==> src/rtl/sdram_apt_pkg.sv <==
`timescale 1ns/1ps
package sdram_apt_pkg;
    typedef enum logic [1:0] {
        CMD_NOP = 2'd0,
        CMD_ACT = 2'd1,
        CMD_RD  = 2'd2,
        CMD_WR  = 2'd3
    } cmd_e;

    typedef enum logic [1:0] {
        BK_IDLE   = 2'd0,
        BK_OPEN   = 2'd1,
        BK_WBURST = 2'd2,
        BK_RECOV  = 2'd3
    } bank_st_e;

    typedef enum logic {
        BU_IDLE = 1'b0,
        BU_RUN  = 1'b1
    } burst_st_e;
endpackage

==> src/rtl/sdram_cmd_decode.sv <==
`timescale 1ns/1ps
module sdram_cmd_decode
    import sdram_apt_pkg::*;
#(
    parameter int NB   = 4,
    parameter int BA_W = $clog2(NB)
) (
    input  logic [1:0]      cmd_i,
    input  logic [BA_W-1:0] bank_i,
    output logic            is_nop_o,
    output logic            is_act_o,
    output logic            is_rd_o,
    output logic            is_wr_o,
    output logic [NB-1:0]   sel_o
);
    cmd_e code;

    always_comb begin
        code     = cmd_e'(cmd_i);
        is_nop_o = 1'b0;
        is_act_o = 1'b0;
        is_rd_o  = 1'b0;
        is_wr_o  = 1'b0;
        unique case (code)
            CMD_NOP: is_nop_o = 1'b1;
            CMD_ACT: is_act_o = 1'b1;
            CMD_RD:  is_rd_o  = 1'b1;
            CMD_WR:  is_wr_o  = 1'b1;
        endcase
    end

    for (genvar g = 0; g < NB; g++) begin : g_sel
        assign sel_o[g] = (bank_i == BA_W'(g));
    end
endmodule

==> src/rtl/sdram_burst_fsm.sv <==
`timescale 1ns/1ps
module sdram_burst_fsm
    import sdram_apt_pkg::*;
#(
    parameter int NB     = 4,
    parameter int MAX_BL = 4,
    parameter int BA_W   = $clog2(NB)
) (
    input  logic            clk,
    input  logic            rst,
    input  logic            start_i,
    input  logic [BA_W-1:0] start_bank_i,
    input  logic            cut_i,
    input  logic            bl4_i,
    output logic            busy_o,
    output logic [BA_W-1:0] bank_o,
    output logic            full_end_o
);
    localparam int LEFT_W = $clog2(MAX_BL);
    localparam logic [LEFT_W-1:0] LEFT_BL4 = LEFT_W'(MAX_BL - 1);
    localparam logic [LEFT_W-1:0] LEFT_BL2 = LEFT_W'(1);

    burst_st_e          st_q, st_d;
    logic [LEFT_W-1:0]  left_q, left_d;
    logic [BA_W-1:0]    bank_q, bank_d;

    always_ff @(posedge clk) begin
        if (rst) begin
            st_q   <= BU_IDLE;
            left_q <= '0;
            bank_q <= '0;
        end else begin
            st_q   <= st_d;
            left_q <= left_d;
            bank_q <= bank_d;
        end
    end

    always_comb begin
        st_d   = st_q;
        left_d = left_q;
        bank_d = bank_q;
        if (start_i) begin
            st_d   = BU_RUN;
            left_d = bl4_i ? LEFT_BL4 : LEFT_BL2;
            bank_d = start_bank_i;
        end else begin
            unique case (st_q)
                BU_IDLE: ;
                BU_RUN: begin
                    if (cut_i || left_q == LEFT_W'(1)) begin
                        st_d   = BU_IDLE;
                        left_d = '0;
                    end else begin
                        left_d = left_q - LEFT_W'(1);
                    end
                end
            endcase
        end
    end

    always_comb begin
        busy_o     = (st_q == BU_RUN);
        bank_o     = bank_q;
        full_end_o = (st_q == BU_RUN) && (left_q == LEFT_W'(1)) && !cut_i;
    end

    assert_cut_ends_burst_R5: assert property (@(posedge clk) disable iff (rst)
        (cut_i && !start_i) |=> !busy_o);
    assert_final_beat_ends_R3: assert property (@(posedge clk) disable iff (rst)
        (full_end_o && !start_i) |=> !busy_o);
endmodule

==> src/rtl/sdram_bank_fsm.sv <==
`timescale 1ns/1ps
module sdram_bank_fsm
    import sdram_apt_pkg::*;
#(
    parameter int REC_W = 4
) (
    input  logic             clk,
    input  logic             rst,
    input  logic             act_go_i,
    input  logic             wap_go_i,
    input  logic             end_full_i,
    input  logic             end_cut_i,
    input  logic [REC_W-1:0] rec_i,
    output bank_st_e         state_o,
    output logic             may_act_o
);
    bank_st_e         st_q, st_d;
    logic [REC_W-1:0] cnt_q, cnt_d;
    logic [REC_W-1:0] load_v;
    logic             load_zero;

    always_comb begin
        if (end_cut_i) begin
            load_zero = (rec_i <= REC_W'(2));
            load_v    = rec_i - REC_W'(2);
        end else begin
            load_zero = (rec_i <= REC_W'(1));
            load_v    = rec_i - REC_W'(1);
        end
    end

    always_ff @(posedge clk) begin
        if (rst) begin
            st_q  <= BK_IDLE;
            cnt_q <= '0;
        end else begin
            st_q  <= st_d;
            cnt_q <= cnt_d;
        end
    end

    always_comb begin
        st_d  = st_q;
        cnt_d = cnt_q;
        unique case (st_q)
            BK_IDLE:   if (act_go_i) st_d = BK_OPEN;
            BK_OPEN:   if (wap_go_i) st_d = BK_WBURST;
            BK_WBURST: begin
                if (end_full_i || end_cut_i) begin
                    if (load_zero) begin
                        st_d  = BK_IDLE;
                        cnt_d = '0;
                    end else begin
                        st_d  = BK_RECOV;
                        cnt_d = load_v;
                    end
                end
            end
            BK_RECOV: begin
                if (cnt_q == REC_W'(1)) begin
                    st_d  = BK_IDLE;
                    cnt_d = '0;
                end else begin
                    cnt_d = cnt_q - REC_W'(1);
                end
            end
        endcase
    end

    always_comb begin
        state_o   = st_q;
        may_act_o = (st_q == BK_IDLE);
    end

    assert_idle_exits_only_to_open_R2: assert property (@(posedge clk) disable iff (rst)
        (st_q == BK_IDLE) |=> (st_q == BK_IDLE || st_q == BK_OPEN));
    assert_recovery_holds_R6: assert property (@(posedge clk) disable iff (rst)
        (st_q == BK_RECOV && cnt_q > REC_W'(1)) |=> (st_q == BK_RECOV));
endmodule

==> src/rtl/sdram_wrap_guard.sv <==
`timescale 1ns/1ps
module sdram_wrap_guard
    import sdram_apt_pkg::*;
#(
    parameter int NB     = 4,
    parameter int MAX_BL = 4,
    parameter int REC_W  = 4,
    parameter int BA_W   = $clog2(NB)
) (
    input  logic             clk,
    input  logic             rst,
    input  logic [1:0]       cmd_i,
    input  logic [BA_W-1:0]  bank_i,
    input  logic             a10_i,
    input  logic             cfg_bl4_i,
    input  logic [REC_W-1:0] cfg_rec_i,
    output logic [NB-1:0]    may_act_o,
    output logic             busy_o,
    output logic             viol_o
);
    logic            is_nop, is_act, is_rd, is_wr;
    logic [NB-1:0]   sel;
    bank_st_e        bank_st [NB];
    logic [NB-1:0]   wburst_vec;
    logic [BA_W-1:0] burst_bank;
    logic            full_end;
    logic            act_ok, rw_ok, wap_start, cut, bad;
    logic            viol_q;
    bank_st_e        tgt_st;

    sdram_cmd_decode #(.NB(NB)) i_dec (
        .cmd_i    (cmd_i),
        .bank_i   (bank_i),
        .is_nop_o (is_nop),
        .is_act_o (is_act),
        .is_rd_o  (is_rd),
        .is_wr_o  (is_wr),
        .sel_o    (sel)
    );

    always_comb begin
        tgt_st    = bank_st[bank_i];
        act_ok    = is_act && (tgt_st == BK_IDLE);
        rw_ok     = (is_rd || is_wr) && (tgt_st == BK_OPEN);
        wap_start = is_wr && a10_i && rw_ok;
        cut       = busy_o && rw_ok;
        bad       = !is_nop && !act_ok && !rw_ok;
    end

    sdram_burst_fsm #(.NB(NB), .MAX_BL(MAX_BL)) i_burst (
        .clk          (clk),
        .rst          (rst),
        .start_i      (wap_start),
        .start_bank_i (bank_i),
        .cut_i        (cut),
        .bl4_i        (cfg_bl4_i),
        .busy_o       (busy_o),
        .bank_o       (burst_bank),
        .full_end_o   (full_end)
    );

    for (genvar g = 0; g < NB; g++) begin : g_bank
        logic mine;
        assign mine = busy_o && (burst_bank == BA_W'(g));
        sdram_bank_fsm #(.REC_W(REC_W)) i_bank (
            .clk        (clk),
            .rst        (rst),
            .act_go_i   (sel[g] && act_ok),
            .wap_go_i   (sel[g] && wap_start),
            .end_full_i (mine && full_end),
            .end_cut_i  (mine && cut),
            .rec_i      (cfg_rec_i),
            .state_o    (bank_st[g]),
            .may_act_o  (may_act_o[g])
        );
        assign wburst_vec[g] = (bank_st[g] == BK_WBURST);
    end

    always_ff @(posedge clk) begin
        if (rst) viol_q <= 1'b0;
        else     viol_q <= bad;
    end
    assign viol_o = viol_q;

    assert_single_burst_bank_R3: assert property (@(posedge clk) disable iff (rst)
        $onehot0(wburst_vec) && ((wburst_vec != '0) == busy_o));
    assert_early_active_flagged_R8: assert property (@(posedge clk) disable iff (rst)
        (is_act && !may_act_o[bank_i]) |=> viol_o);
    assert_burst_bank_hit_flagged_R4: assert property (@(posedge clk) disable iff (rst)
        (busy_o && !is_nop && bank_i == burst_bank) |=> viol_o);
    assert_idle_rw_flagged_R10: assert property (@(posedge clk) disable iff (rst)
        ((is_rd || is_wr) && may_act_o[bank_i]) |=> viol_o);
endmodule

==> config.mk <==
export PLATFORM = sky130hd
export DESIGN_NAME = sdram_wrap_guard
export DESIGN_NICKNAME = d
export VERILOG_FILES = /design/src/rtl/sdram_apt_pkg.sv /design/src/rtl/sdram_cmd_decode.sv /design/src/rtl/sdram_burst_fsm.sv /design/src/rtl/sdram_bank_fsm.sv /design/src/rtl/sdram_wrap_guard.sv
export SDC_FILE = /design/constraint.sdc
export NUM_CORES = 1
export LEC_CHECK = 0
export ABC_AREA = 1
export CAP_MARGIN = 30
export CORE_MARGIN = 5
export CORE_UTILIZATION = 40
export CTS_CLUSTER_DIAMETER = 30
export CTS_CLUSTER_SIZE = 40
export DETAILED_ROUTE_END_ITERATION = 16
export PLACE_DENSITY_LB_ADDON = 0.2
export SYNTH_ARGS = -nofsm -noshare
export SYNTH_HDL_FRONTEND = slang
export SYNTH_SLANG_ARGS = --single-unit
==> constraint.sdc <==
create_clock -name clk -period 4 [get_ports clk]
set_clock_uncertainty 0.05 [all_clocks]
set_input_delay 0.8 -clock clk [delete_from_list [all_inputs] [get_ports clk]]
set_output_delay 0.8 -clock clk [all_outputs]
set_load 0.01 [all_outputs]
# Yosys cells after proc, flatten, opt, wreduce, memory -nomap -nowiden
# Index checks and enable logic that the tools add are counted.
# op_classes
n_bitwise,1
n_reduce_logical,60
mux,62
n_eq_ne,43
n_lt_le_gt_ge,3
n_addsub,7
# ops
op,count
2-to-1 mux 4 bit,16
2-to-1 mux 2 bit,26
!= test 2 x 1 -> 1 bit (second input constant),16
case mux 2 bit (4 select lines),4
case mux 4 bit (2 select lines),4
logical AND 1 bit,29
== test 2 bit (second input constant),14
subtractor 4 x 1 -> 4 bit (second input constant),5
== test 2 x 1 -> 1 bit (second input constant),9
== test 4 x 1 -> 1 bit (second input constant),4
zero test 2 bit,8
AND reduction 4 bit,4
2-to-1 mux 1 bit,11
nonzero test 2 bit,5
AND reduction 2 bit,4
logical OR 1 bit,6
binary-select mux 2 bit (select 2 bit),1
<= comparator 4 x 1 -> 1 bit (second input constant),1
<= comparator 4 x 2 -> 1 bit (second input constant),1
zero test 1 bit,4
subtractor 4 x 2 -> 4 bit (second input constant),1
>= comparator 3 bit (second input constant),1
inverter 2 -> 3 bit,1
subtractor 2 x 1 -> 2 bit (second input constant),1
# totals
inputBits,12
register_bits,30
elab_cells,188
out_inout_bits,6

# Depth between registers and ports, before layout
# logic_depth
ltp_word,13
ltp_mapped,16

# Hierarchy
# Synthesis repeated with hierarchy kept, for this count alone.
# unflattened
hier_cells,475
area_unflattened_um2,2994.1
# modules_own_cells
module,cells_each,seq_area_each_um2,n_inst,area_per_inst_um2
sdram_bank_fsm,92,120.1,4,598.1
sdram_wrap_guard,61,20.0,1,322.8
sdram_burst_fsm,32,100.1,1,226.5
sdram_cmd_decode,14,0.0,1,52.6

# Worst setup path before layout
# Ideal clock, no wire load.
# synth_timing
kind,input-to-reg
from,input cfg_rec_i[0]
to,register g_bank[3].i_bank.cnt_q[1]
t_arrival_ns,2.060
path_stages,12
required_time_ns,3.894
slack_ns,1.834
cell_sequence,clkbuf_1 > inv_1 > ha_1 > o211ai_1 > inv_1 > nand2_1 > nand3_1 > nor2_1 > nand2_1 > nand3_1 > nand2_1 > inv_1
# synth_between
elab_chain_len,5
elab_cells_between_ends,9
cone_classes,add/sub (2); order compare (2); mux (5)
# synth_lines
item,line,source
start: declaration,sdram_wrap_guard.sv:16,"input logic [REC_W-1:0] cfg_rec_i,"
subtractor 4 x 1 -> 4 bit (tied with other cells),sdram_bank_fsm.sv:28,load_v = rec_i - REC_W'(1);
2-to-1 mux 4 bit or 2-to-1 mux 1 bit (tied branches),sdram_bank_fsm.sv:23,if (end_cut_i) begin
2-to-1 mux 4 bit *,sdram_bank_fsm.sv:50,if (load_zero) begin
2-to-1 mux 4 bit *,sdram_bank_fsm.sv:49,if (end_full_i || end_cut_i) begin
case mux 4 bit (2 select lines) *,sdram_bank_fsm.sv:45,unique case (st_q)
end signal: assignment,sdram_bank_fsm.sv:38,cnt_q <= cnt_d;
end: declaration,sdram_bank_fsm.sv:18,"logic [REC_W-1:0] cnt_q, cnt_d;"
# Every way passes the cells marked *; elsewhere a longest branch is shown, timed or not. The select of a mux whose other input is x is not followed.
# A chain may end at the register's enable or synchronous reset.

# Worst setup path after layout
# layout_timing
from,input bank_i[0]
to,register g_bank[3].i_bank.cnt_q[0]
# layout_between
elab_chain_len,13
elab_cells_between_ends,19
cone_classes,eq/ne (2); mux (8); bitwise (1); reduce/logical (8)
# layout_lines
item,line,source
start: declaration,sdram_wrap_guard.sv:13,"input logic [BA_W-1:0] bank_i,"
inverter 2 -> 3 bit (not written as such) *,sdram_wrap_guard.sv:42,tgt_st = bank_st[bank_i];
binary-select mux 2 bit (select 2 bit) *,sdram_wrap_guard.sv:42,
2-to-1 mux 2 bit (not written as such) * (2 in series),sdram_wrap_guard.sv:42,
== test 2 x 1 -> 1 bit *,sdram_wrap_guard.sv:44,rw_ok = (is_rd || is_wr) && (tgt_st == BK_OPEN);
logical AND 1 bit *,sdram_wrap_guard.sv:44,
logical AND 1 bit *,sdram_wrap_guard.sv:46,cut = busy_o && rw_ok;
"parallel branches: the longest is 6 deep, another holds 2-to-1 mux 4 bit",-,
# Every way passes the cells marked *. The select of a mux whose other input is x is not followed.

==> results.yml <==
timing:
  setup_violations: 0
  timing.setup.tns_ns: 0
  rsz0062_at_grt: "no"
  period_needed_ns: 2.77
  max_freq_mhz: 361
  slew_violations: 0
  hold_violations: 0
  maxSlewHeadroom: 0.445
  worstMarginPinSlew_ns: 0.832
  fin_crit_sh: 0.692
clocking:
  cts_setup_buffers: 0
  cts_hold_buf: 0
  clock_latency_ns: 0.29
  cts_tree: "done"
  clkTransAtPathRegs_ns: 0.07
  clock-root-buffer: "clkbuf_8"
  cts_num_sinks: 30
  cts.repair.resized: 0
  cts_buffers: 5
  ctsHtreeMaxLevel: 2
  cts_max_path_buffers: 2
power_and_ir_drop:
  leakagePower_nw: 1.26
  ir_drop_v: 0.000326
  finalPower_mw: 1.25
  p_per_area_nw_per_um2: 434
yosys:
  synth_seq_cells: 30
  yosysSeqAreaShare: 0.231
  yosys_warnings: 0
  synth_cells: 420
  syn-mean-instance-area_sq_um: 6.19
  synth.cell_area_sq_um: 2600
  synth.distinct_cells: 34
  syn_nets: 446
outcome:
  status: "complete, no violations"
layout:
  insertedDiodeCount: 0
  drive_above_1_share: 0.0968
  fillers: 686
  nets: 459
  final_util: 0.454
  syn_to_final_growth_pct: 10.9
setup_path:
  critPathCapture: "g_bank[3].i_bank.cnt_q[0]"
  worstPathRequired_ns: 4.13
  timing.rr.start: "g_bank[2].i_bank.state_o[0]"
  critPathKind: "input pin to flop"
  cp.arrival_ns: 2.90
  rrSetupSlack_ns: 2.01
  reg2reg_to: "g_bank[3].i_bank.cnt_q[0]"
  endpoint_kind: "flop"
  crit_path_max_fanout: 10
  reg2reg_depth: 11
  crit_path_start: "bank_i[0]"
  critPathLaunchType: "input pin"
drt:
  drc: 0
  wl_um: 6050
  dr.pass1.iters: 4
  drt_iter0_markers: 104
  postRouteAntennaNets: 0
  wl_per_cell_um: 11.8
  avgViaCountPerCell: 4.87
  vias: 2490
placed_design:
  gp_congestion: 0.815
  post-dp-hpwl_um: 4820
  io_buffer_count: 17
global_route:
  grt_usage: 0.154
  grt_pass1_wl_um: 10400
  grt_pass1_vias: 2245
  grt_overflow: 0
  antenna_found_initial: 0
  grt_max_degree: 28
floorplan:
  initial_utilization: 0.409
  rows: 29
  io_pins: 18
  dieArea_sq_um: 8210
  die_w_um: 90.6
  die_h_um: 90.6
  core_sq_um: 6350
run:
  timing.max_cap.violations: 0
min_path:
  hold_class: "flop to flop"
==> area by class of cell <==
class	instances	area, sq um	area share
well taps	77	96.3	0.0334
multi-input cells	320	1700	0.590
clock buffers	7	86.3	0.0299
clock inverters	1	5.00	0.00174
inverters	59	224	0.0777
repair buffers	17	170	0.0590
flip-flops and latches	30	601	0.208
==> worst max-delay path, stage by stage <==
cell and delay, ns:
clkdlybuf4s50_1 0.68, inv_4 0.08, nand2_2 0.07, nand2_2 0.05, nand2_2 0.07, nand2_4 0.07, nor2_8 0.17, nand3_1 0.10
nand2_1 0.15, nand3_1 0.15, nand2_1 0.22, o21ai_0 0.12, nor2_1 0.13, nor2_1 0.05
==> metrics by stage <==
| step | hold WS [ns] | cells | setup slack [ns] | area (sq um) |
|---|---|---|---|---|
| after floorplan | 0.441 | 420 | 1.83 | 2600 |
| after global placement | 0.457 | 503 | 1.00 | 2790 |
| after detailed placement | 0.466 | 503 | 0.931 | 2790 |
| after CTS | 0.487 | 511 | 1.23 | 2880 |
| after global routing | 0.514 | 511 | 1.09 | 2880 |
| final | 0.483 | 511 | 1.23 | 2880 |
==> power breakdown <==
part           switching (mW)  leakage [nW]  total [mW]  internal [mW]
Combinational           0.339         0.966       0.572          0.233
Clock                   0.120        0.0482       0.258          0.139
Sequential             0.0701         0.244       0.422          0.352
==> Yosys cell counts <==
| master | instances | share of area |
|---|---|---|
| nor2_8 | 1 | 0.0077 |
| buf_4 | 4 | 0.012 |
| o31ai_1 | 1 | 0.0029 |
| inv_4 | 1 | 0.0024 |
| o21ai_0 | 41 | 0.079 |
| xnor2_1 | 2 | 0.0067 |
| nand2_8 | 1 | 0.0077 |
| nand3_1 | 26 | 0.050 |
| ha_1 | 14 | 0.067 |
| inv_1 | 55 | 0.079 |
| nor2_1 | 77 | 0.11 |
| nor3_2 | 1 | 0.0039 |
| xor2_1 | 9 | 0.030 |
| nand2_4 | 2 | 0.0087 |
| nand3_4 | 1 | 0.0067 |
| nand3_2 | 6 | 0.023 |
| inv_2 | 3 | 0.0043 |
| a21oi_1 | 18 | 0.035 |
| o21ai_4 | 1 | 0.0063 |
| nand4_1 | 3 | 0.0072 |
| or2_2 | 3 | 0.0072 |
| o211ai_1 | 2 | 0.0058 |
| clkbuf_1 | 2 | 0.0029 |
| nor2_4 | 3 | 0.013 |
| dfxtp_1 | 30 | 0.23 |
| nand2_2 | 12 | 0.029 |
| buf_6 | 2 | 0.0087 |
| nand2_1 | 85 | 0.12 |
| a211oi_1 | 1 | 0.0029 |
| a31oi_1 | 2 | 0.0048 |
| clkbuf_2 | 2 | 0.0039 |
| buf_2 | 1 | 0.0019 |
| o21ai_1 | 3 | 0.0058 |
| nor3_1 | 5 | 0.0096 |
==> layout by cell type (no fill, tap or decap), drive strengths merged, types with 7 or more instances in the layout <==
cell type,count
ha,14
nand3,33
dfxtp,30
clkdlybuf4s50,17
o21ai,45
a21oi,18
nor2,81
inv,59
xor2,9
nand2,100
clkbuf,7
==> registers in the layout (all words and copies together), names as in the netlist <==
signal,cells
i_burst.bank_o,2
g_bank.i_bank.state_o,8
viol_o,1
g_bank.i_bank.cnt_q,16
i_burst.left_q,2
i_burst.busy_o,1
==> worst min path at each step <==
stage	from	endpoint	slack [ns]	depth (start not counted)
2_1_floorplan	g_bank[2].i_bank.cnt_q[1]	g_bank[2].i_bank.cnt_q[1]	0.44	2
3_3_place_gp	g_bank[2].i_bank.cnt_q[1]	g_bank[2].i_bank.cnt_q[1]	0.46	2
3_5_place_dp	g_bank[1].i_bank.cnt_q[1]	g_bank[1].i_bank.cnt_q[1]	0.47	2
4_1_cts	g_bank[1].i_bank.cnt_q[1]	g_bank[1].i_bank.cnt_q[1]	0.49	2
5_1_grt	g_bank[1].i_bank.cnt_q[3]	g_bank[1].i_bank.cnt_q[3]	0.51	2
6_report	g_bank[1].i_bank.cnt_q[1]	g_bank[1].i_bank.cnt_q[1]	0.48	2
==> metal layers <==
layer,wire (um),track usage
met1,3150,0.216
met2,2640,0.238
met3,187,0.0283
met4,73,0.0484
met5,0,0
==> cells by family after synthesis <==
| kind of cell | count (synthesis) | share of synthesized area |
|---|---|---|
| flip-flops | 30 | 0.231 |
| adder cells (fa/ha/maj) | 14 | 0.0674 |
| AO/OA/AOI/OAI | 69 | 0.142 |
| XOR/XNOR | 11 | 0.0371 |
| AND/OR/NAND/NOR | 226 | 0.408 |
| buffers and inverters | 70 | 0.115 |
Power figures use the tool's default switching activity.
